## src/rtl/ccpl_pkg.sv

```systemverilog
package ccpl_pkg;

    localparam int ACC_W_DEF = 32;
    localparam int PH_W_DEF  = 10;
    localparam int CNT_W_DEF = 20;

    // action taken by the cycle counter on a clock
    typedef enum logic [1:0] {
        CNT_HOLD    = 2'd0,
        CNT_INC     = 2'd1,
        CNT_RESTART = 2'd2
    } cnt_act_e;

    // saturating add of a small step to a value no wider than 31 bits
    function automatic logic [31:0] sat_add(input logic [31:0] base,
                                            input logic [1:0]  step,
                                            input logic [31:0] ceiling);
        logic [32:0] s;
        s = {1'b0, base} + 33'(step);
        if (s > {1'b0, ceiling})
            return ceiling;
        return s[31:0];
    endfunction

endpackage

```

## src/rtl/ccpl_phase_acc.sv

```systemverilog
module ccpl_phase_acc #(
    parameter int ACC_W = ccpl_pkg::ACC_W_DEF,
    parameter int PH_W  = ccpl_pkg::PH_W_DEF
) (
    input  logic             clk,
    input  logic             rst,
    input  logic [ACC_W-1:0] incr,
    output logic [ACC_W-1:0] acc_q,
    output logic [PH_W-1:0]  phase_next,
    output logic             carry
);
    logic [ACC_W:0] sum;

    always_comb begin
        sum        = {1'b0, acc_q} + {1'b0, incr};
        carry      = sum[ACC_W];
        phase_next = sum[ACC_W-1 -: PH_W];
    end

    always_ff @(posedge clk) begin
        if (rst)
            acc_q <= '0;
        else
            acc_q <= sum[ACC_W-1:0];
    end
endmodule

```

## src/rtl/ccpl_cycle_cnt.sv

```systemverilog
module ccpl_cycle_cnt
    import ccpl_pkg::*;
#(
    parameter int CNT_W = ccpl_pkg::CNT_W_DEF
) (
    input  logic             clk,
    input  logic             rst,
    input  logic             carry,
    input  logic             epoch,
    output logic [CNT_W-1:0] cnt_q,
    output logic [CNT_W-1:0] close_val
);
    localparam logic [31:0] CEIL = 32'((64'd1 << CNT_W) - 64'd1);

    cnt_act_e    act;
    logic [31:0] inc_w;
    logic [31:0] close_w;

    always_comb begin
        if (epoch)
            act = CNT_RESTART;
        else if (carry)
            act = CNT_INC;
        else
            act = CNT_HOLD;
        inc_w     = sat_add(32'(cnt_q), {1'b0, carry}, CEIL);
        // closing value: wraps seen, this clock's wrap, plus the straddling cycle
        close_w   = sat_add(32'(cnt_q), 2'({1'b0, carry}) + 2'd1, CEIL);
        close_val = close_w[CNT_W-1:0];
    end

    always_ff @(posedge clk) begin
        if (rst) begin
            cnt_q <= '0;
        end else begin
            case (act)
                CNT_RESTART: cnt_q <= '0;
                CNT_INC:     cnt_q <= inc_w[CNT_W-1:0];
                default:     cnt_q <= cnt_q;
            endcase
        end
    end
endmodule

```

## src/rtl/ccpl_epoch_latch.sv

```systemverilog
module ccpl_epoch_latch #(
    parameter int PH_W  = ccpl_pkg::PH_W_DEF,
    parameter int CNT_W = ccpl_pkg::CNT_W_DEF
) (
    input  logic             clk,
    input  logic             rst,
    input  logic             epoch,
    input  logic [PH_W-1:0]  phase_in,
    input  logic [CNT_W-1:0] count_in,
    output logic [PH_W-1:0]  phase_q,
    output logic [CNT_W-1:0] count_q
);
    always_ff @(posedge clk) begin
        if (rst) begin
            phase_q <= '0;
            count_q <= '0;
        end else if (epoch) begin
            phase_q <= phase_in;
            count_q <= count_in;
        end
    end
endmodule

```

## src/rtl/carrier_phase_latch.sv

```systemverilog
module carrier_phase_latch #(
    parameter int ACC_W = ccpl_pkg::ACC_W_DEF,
    parameter int PH_W  = ccpl_pkg::PH_W_DEF,
    parameter int CNT_W = ccpl_pkg::CNT_W_DEF
) (
    input  logic             clk,
    input  logic             rst,
    input  logic [ACC_W-1:0] phase_incr,
    input  logic             epoch,
    output logic [PH_W-1:0]  phase_lat,
    output logic [CNT_W-1:0] count_lat
);
    logic [ACC_W-1:0] acc_q;
    logic [PH_W-1:0]  phase_next;
    logic             carry;
    logic [CNT_W-1:0] cnt_q;
    logic [CNT_W-1:0] close_val;

    ccpl_phase_acc #(.ACC_W(ACC_W), .PH_W(PH_W)) u_acc (
        .clk        (clk),
        .rst        (rst),
        .incr       (phase_incr),
        .acc_q      (acc_q),
        .phase_next (phase_next),
        .carry      (carry)
    );

    ccpl_cycle_cnt #(.CNT_W(CNT_W)) u_cnt (
        .clk       (clk),
        .rst       (rst),
        .carry     (carry),
        .epoch     (epoch),
        .cnt_q     (cnt_q),
        .close_val (close_val)
    );

    ccpl_epoch_latch #(.PH_W(PH_W), .CNT_W(CNT_W)) u_lat (
        .clk      (clk),
        .rst      (rst),
        .epoch    (epoch),
        .phase_in (phase_next),
        .count_in (close_val),
        .phase_q  (phase_lat),
        .count_q  (count_lat)
    );
endmodule

```

## config.mk

```make
export PLATFORM = sky130hd
export DESIGN_NAME = carrier_phase_latch
export DESIGN_NICKNAME = d
export VERILOG_FILES = /design/src/rtl/ccpl_pkg.sv /design/src/rtl/ccpl_phase_acc.sv /design/src/rtl/ccpl_cycle_cnt.sv /design/src/rtl/ccpl_epoch_latch.sv /design/src/rtl/carrier_phase_latch.sv
export SDC_FILE = /design/constraint.sdc
export NUM_CORES = 1
export LEC_CHECK = 0
export ABC_AREA = 1
export CORE_ASPECT_RATIO = 1.75
export CORE_UTILIZATION = 55
export DETAILED_ROUTE_END_ITERATION = 10
export PLACE_DENSITY_LB_ADDON = 0.1
export SYNTH_ARGS = -nofsm -noshare
export SYNTH_HDL_FRONTEND = slang
export SYNTH_SLANG_ARGS = --single-unit
```

## constraint.sdc

```tcl
create_clock -name clk -period 8.55 [get_ports clk]
set_input_delay 1.71 -clock clk [delete_from_list [all_inputs] [get_ports clk]]
set_output_delay 1.71 -clock clk [all_outputs]
set_load 0.005 [all_outputs]
```

After elaboration in Yosys (flattened, before gate mapping)
Cells that the tools add are included.
{ "totals": {"reg_bits": 82, "input_bits": 35, "out_inout_bits": 30, "word_cells": 22} }
{ "classes": {"addsub": 4, "magnitude_cmp": 2, "n_eq_ne": 2, "muxes": 9, "reduce_logical": 1} }
{ "op_table": {"columns": ["operator", "count"], "rows": [
  ["$mux W20", 4],
  ["$gt A21 B20 Y1 const B", 2],
  ["$pmux W20 S2", 1],
  ["$add A32 B32 Y33", 1],
  ["$add A20 B1 Y21", 1],
  ["$add A20 B2 Y21", 1],
  ["$mux W1", 3],
  ["$add A1 B1 Y2 const B", 1],
  ["$eq A2 B1 Y1 const B", 1],
  ["$eq A2 B2 Y1 const B", 1],
  ["$mux W2", 1],
  ["$reduce_bool A2 Y1", 1]
]} }

Logic depth before layout (Yosys ltp)
{ "depth": {"ltp_word": 6, "ltp_mapped": 25, "mapped_depth_nobuf": 24} }

Cells and area by module
A second synthesis with hierarchy kept.
{ "unflattened": {"cells_unflattened": 1060, "hier_area_um2": 6432.4} }
{ "modules_own_cells": {"columns": ["module", "n_inst", "cells_each", "area_each_um2", "seq_area_each_um2"], "rows": [
  ["ccpl_phase_acc", 1, 595, 3335.7, 640.6],
  ["ccpl_cycle_cnt", 1, 274, 1788.0, 400.4],
  ["ccpl_epoch_latch", 1, 191, 1308.8, 600.6]
]} }

Least setup slack after synthesis
Ideal clock, no wire load.
{ "synth_timing": {"path_type": "input to register", "start": "in phase_incr[0]", "end": "reg u_lat.count_q[10]", "setup_ps": 119, "arrival_ps": 4302, "required_ps": 8431, "slack_ps": 4129, "stages": 24, "path_buffers": 2, "cell_sequence": "ha_1 -> fa_1 -> nand2_1 -> nand2_1 -> nand3_2 -> nand2_2 -> nand2_1 -> nand2_2 -> nand2_2 -> nand2_4 -> buf_8 -> inv_2 -> ha_1 -> inv_1 -> ha_1 -> nand3_1 -> inv_2 -> nand3_2 -> nor2_2 -> nand2_1 -> nand2_1 -> inv_2 -> buf_6 -> a21oi_1"} }
{ "synth_via": {"elab_chain_len": 6} }
{ "synth_lines": {"columns": ["item", "line", "source"], "rows": [
  ["start, declared", "carrier_phase_latch.sv:8", "input logic [ACC_W-1:0] phase_incr,"],
  ["$add A32 B32 Y33 *", "ccpl_phase_acc.sv:15", "sum = {1'b0, acc_q} + {1'b0, incr};"],
  ["$add A1 B1 Y2 *", "ccpl_cycle_cnt.sv:28", "close_w = sat_add(32'(cnt_q), 2'({1'b0, carry}) + 2'd1, CEIL);"],
  ["$add A20 B2 Y21 *", "ccpl_pkg.sv:19", "s = {1'b0, base} + 33'(step);"],
  ["$gt A21 B20 Y1", "ccpl_pkg.sv:20", "if (s > {1'b0, ceiling})"],
  ["$mux W1", "ccpl_pkg.sv:20", null],
  ["$mux W20 *", "ccpl_pkg.sv:22", "return s[31:0];"],
  ["end signal, assigned", "ccpl_epoch_latch.sv:19", "count_q <= count_in;"],
  ["end, declared", "ccpl_epoch_latch.sv:11", "output logic [CNT_W-1:0] count_q"]
]} }
Every way passes the cells marked *; elsewhere a longest branch is shown, timed or not.
A chain may end at the register's enable or synchronous reset.

Worst setup path after layout
{ "layout_timing": {"start": "in phase_incr[19]", "end": "reg u_lat.count_q[12]"} }
Same word-level chain as after synthesis.

==> qor.yml <==
finalSetupTns_ns: 0
tritoncts: "yes"
grt_setup_unrepaired: "no"
clk_pin_slew_ns: 0.06
seq_area_frac_synth_pct: 26.7
drive_gt1_share_pct: 8.16
drv_cap: 0
io_pins: 65
synth-edff-count: 0
synthTopCellsByArea: "dfxtp_1 27%, nand2_1 19%, inv_1 8.9%"
hp-class: "flip-flop to flip-flop"
yosysWarnings: 0
ys_async_sr_fraction_pct: 0
slew_headroom_pct: 24.6
crit_arrival_ns: 6.02
wl_per_cell_um: 15.3
cp.required_ns: 8.78
cts_sinks: 82
syn_nets: 1052
ys_types: 35
antenna_found_initial: 0
outcome: "finished clean"
skew_ns: 0.00605
crit_fanout: 22
leakage_nw: 3.49
routed_via_density: 5.37
portBuffers: 64
ys_top_cells_by_count: "312 x nand2_1, 145 x inv_1, 93 x nor2_1, 82 x dfxtp_1, 65 x a21oi_1"
die-area_mm2: 0.0116
post-cts-setup-buffers: 0
post-route-drc-count: 0
fmax_ghz: 0.173
synth.top_cell.area_share_pct: 26.7
finalHoldViolations: 0
crit_path_start_kind: "input pin"
drv_slew: 0
dpl.hpwl_um: 13600
ir_drop_mv: 0.131
dr.pass1.iters: 5
die_w_um: 81.9
clk_path_buf_depth: 2
die_y_um: 142
nNetsFinal: 1098
htree_num_levels: 3
via_count: 6233
routed_wirelength_um: 17700
fin_crit_sh_pct: 67.7
fillers: 1018
worstSkewPairLatency_ns: 0.35
synth_most_common_cell: "nand2_1"
start_util_pct: 57.1
postCtsResizedCells: 0
rows: 50
avgSynthCellArea_um2: 6.27
numCtsBuffers: 9
drt_iter0_markers: 310
period_needed_ns: 5.79
cts-root-buf: "clkbuf_16"
end_kind: "flip-flop"
grt_pass1_wl_um: 27800
ant_nets: 0
synth_top_area_cell: "dfxtp_1"
power.density_mw_per_mm2: 244
grtUsageTotal_pct: 32.1
gp_congestion: 1.01
critPathKind: "input pin to flip-flop"
coreArea_mm2: 0.0108
area_growth_pct: 15.8
fin_util_pct: 66.1
ys_ff_latch: 82
netlist_area_mm2: 0.00614
tightest_slew_ns: 1.12
grt_pass1_vias: 6084
hold_buffers: 0
num_antenna_cells: 0
grt_max_degree: 47
synthFlopType: "dfxtp_1"
gr-total-overflow: 0
synth_cells: 980
setup_viol: 0
-- cells in the final DEF, fill, tap and decap left out, types with 21 or more instances in the layout --
cell,synthesis,layout
nand3_1,46,46
nand4_1,24,24
a21oi_1,65,65
nand3_2,21,21
dfxtp_1,82,82
nor2_1,93,93
nand2_1,312,312
o21ai_0,32,32
clkdlybuf4s50_1,0,63
ha_1,36,36
inv_1,145,145
xor2_1,21,21
-- where the power goes --
part | total [mW] | switching, mW | leakage, nW | internal [mW]
clock | 0.451 | 0.167 | 0.163 | 0.284
combinational | 0.806 | 0.535 | 2.65 | 0.271
sequential | 0.478 | 0.0237 | 0.676 | 0.454
total | 1.73 | 0.726 | 3.49 | 1.01
-- state kept, by name, summed over array words and instances (netlist names) --
signal / flops
u_cnt.cnt_q: 20
u_lat.phase_q: 10
u_lat.count_q: 20
u_acc.acc_q: 32
-- critical path: stages --
cell             delay, ns
clkdlybuf4s50_1       0.41
ha_1                  0.36
nand2_1               0.13
inv_1                 0.05
nand2_1               0.06
nand2_1               0.08
nand2_1               0.07
nand2_1               0.08
a21oi_2               0.80
nand2_4               0.41
inv_2                 0.12
ha_1                  0.19
inv_1                 0.10
ha_1                  0.29
nand3_1               0.19
inv_2                 0.07
nand3_2               0.11
nor2_2                0.05
nand2_1               0.05
nand2_1               0.07
inv_2                 0.34
nand2_1               0.09
o211ai_1              0.12
inv_2                 0.05
-- cell families after synthesis --
group / share of synthesized area [%]
adders and majority gates: 7.66
AOI/OAI and AO/OA: 11.5
xor gates and xnor gates: 4.42
DFF: 26.7
and+or+nand+nor: 37.5
buffers and inverters: 12.1
-- metal layers --
layer,global-route usage (%),share of wire (%),up-vias
met5,0,0,-
met4,27.0,8.8,0
met3,5.47,3.3,106
met2,61.2,55,187
met1,27.0,33,2778
li1,-,-,3162
-- area by class of cell --
class,count,area [um2],area share [%]
Multi-Input combinational cell,715,3760,52.8
Sequential cell,82,1640,23.1
Timing Repair Buffer,66,651,9.14
Inverter,152,571,8.02
Clock buffer,10,229,3.22
Tap cell,130,163,2.29
Clock inverter,5,104,1.46
-- path summary, 6_finish.rpt --
kind / depth (start not counted) / start / to / slack (ns)
worst max-delay path: 24 / phase_incr[19] / u_lat.count_q[12]$_SDFFE_PP0P_ / 2.76
worst min-delay path: 2 / u_lat.count_q[12]$_SDFFE_PP0P_ / u_lat.count_q[12]$_SDFFE_PP0P_ / 0.52
worst max register to register: 23 / u_acc.acc_q[19]$_SDFF_PP0_ / u_lat.count_q[12]$_SDFFE_PP0P_ / 4.27
worst min register to register: 2 / u_lat.count_q[12]$_SDFFE_PP0P_ / u_lat.count_q[12]$_SDFFE_PP0P_ / 0.52
-- per-stage QoR --
step	hold WS, ns	cells	setup WS [ns]	cell area [um2]	power [mW]
6_report	0.516	1160	2.76	7120	1.73
5_1_grt	0.538	1160	2.42	7120	1.86
4_1_cts	0.516	1160	2.80	7120	1.74
3_5_place_dp	0.497	1145	2.43	6780	1.28
3_3_place_gp	0.474	1145	2.50	6780	1.28
2_1_floorplan	0.482	980	4.13	6140	1.07
No activity file was read; power rests on OpenSTA's default activity.
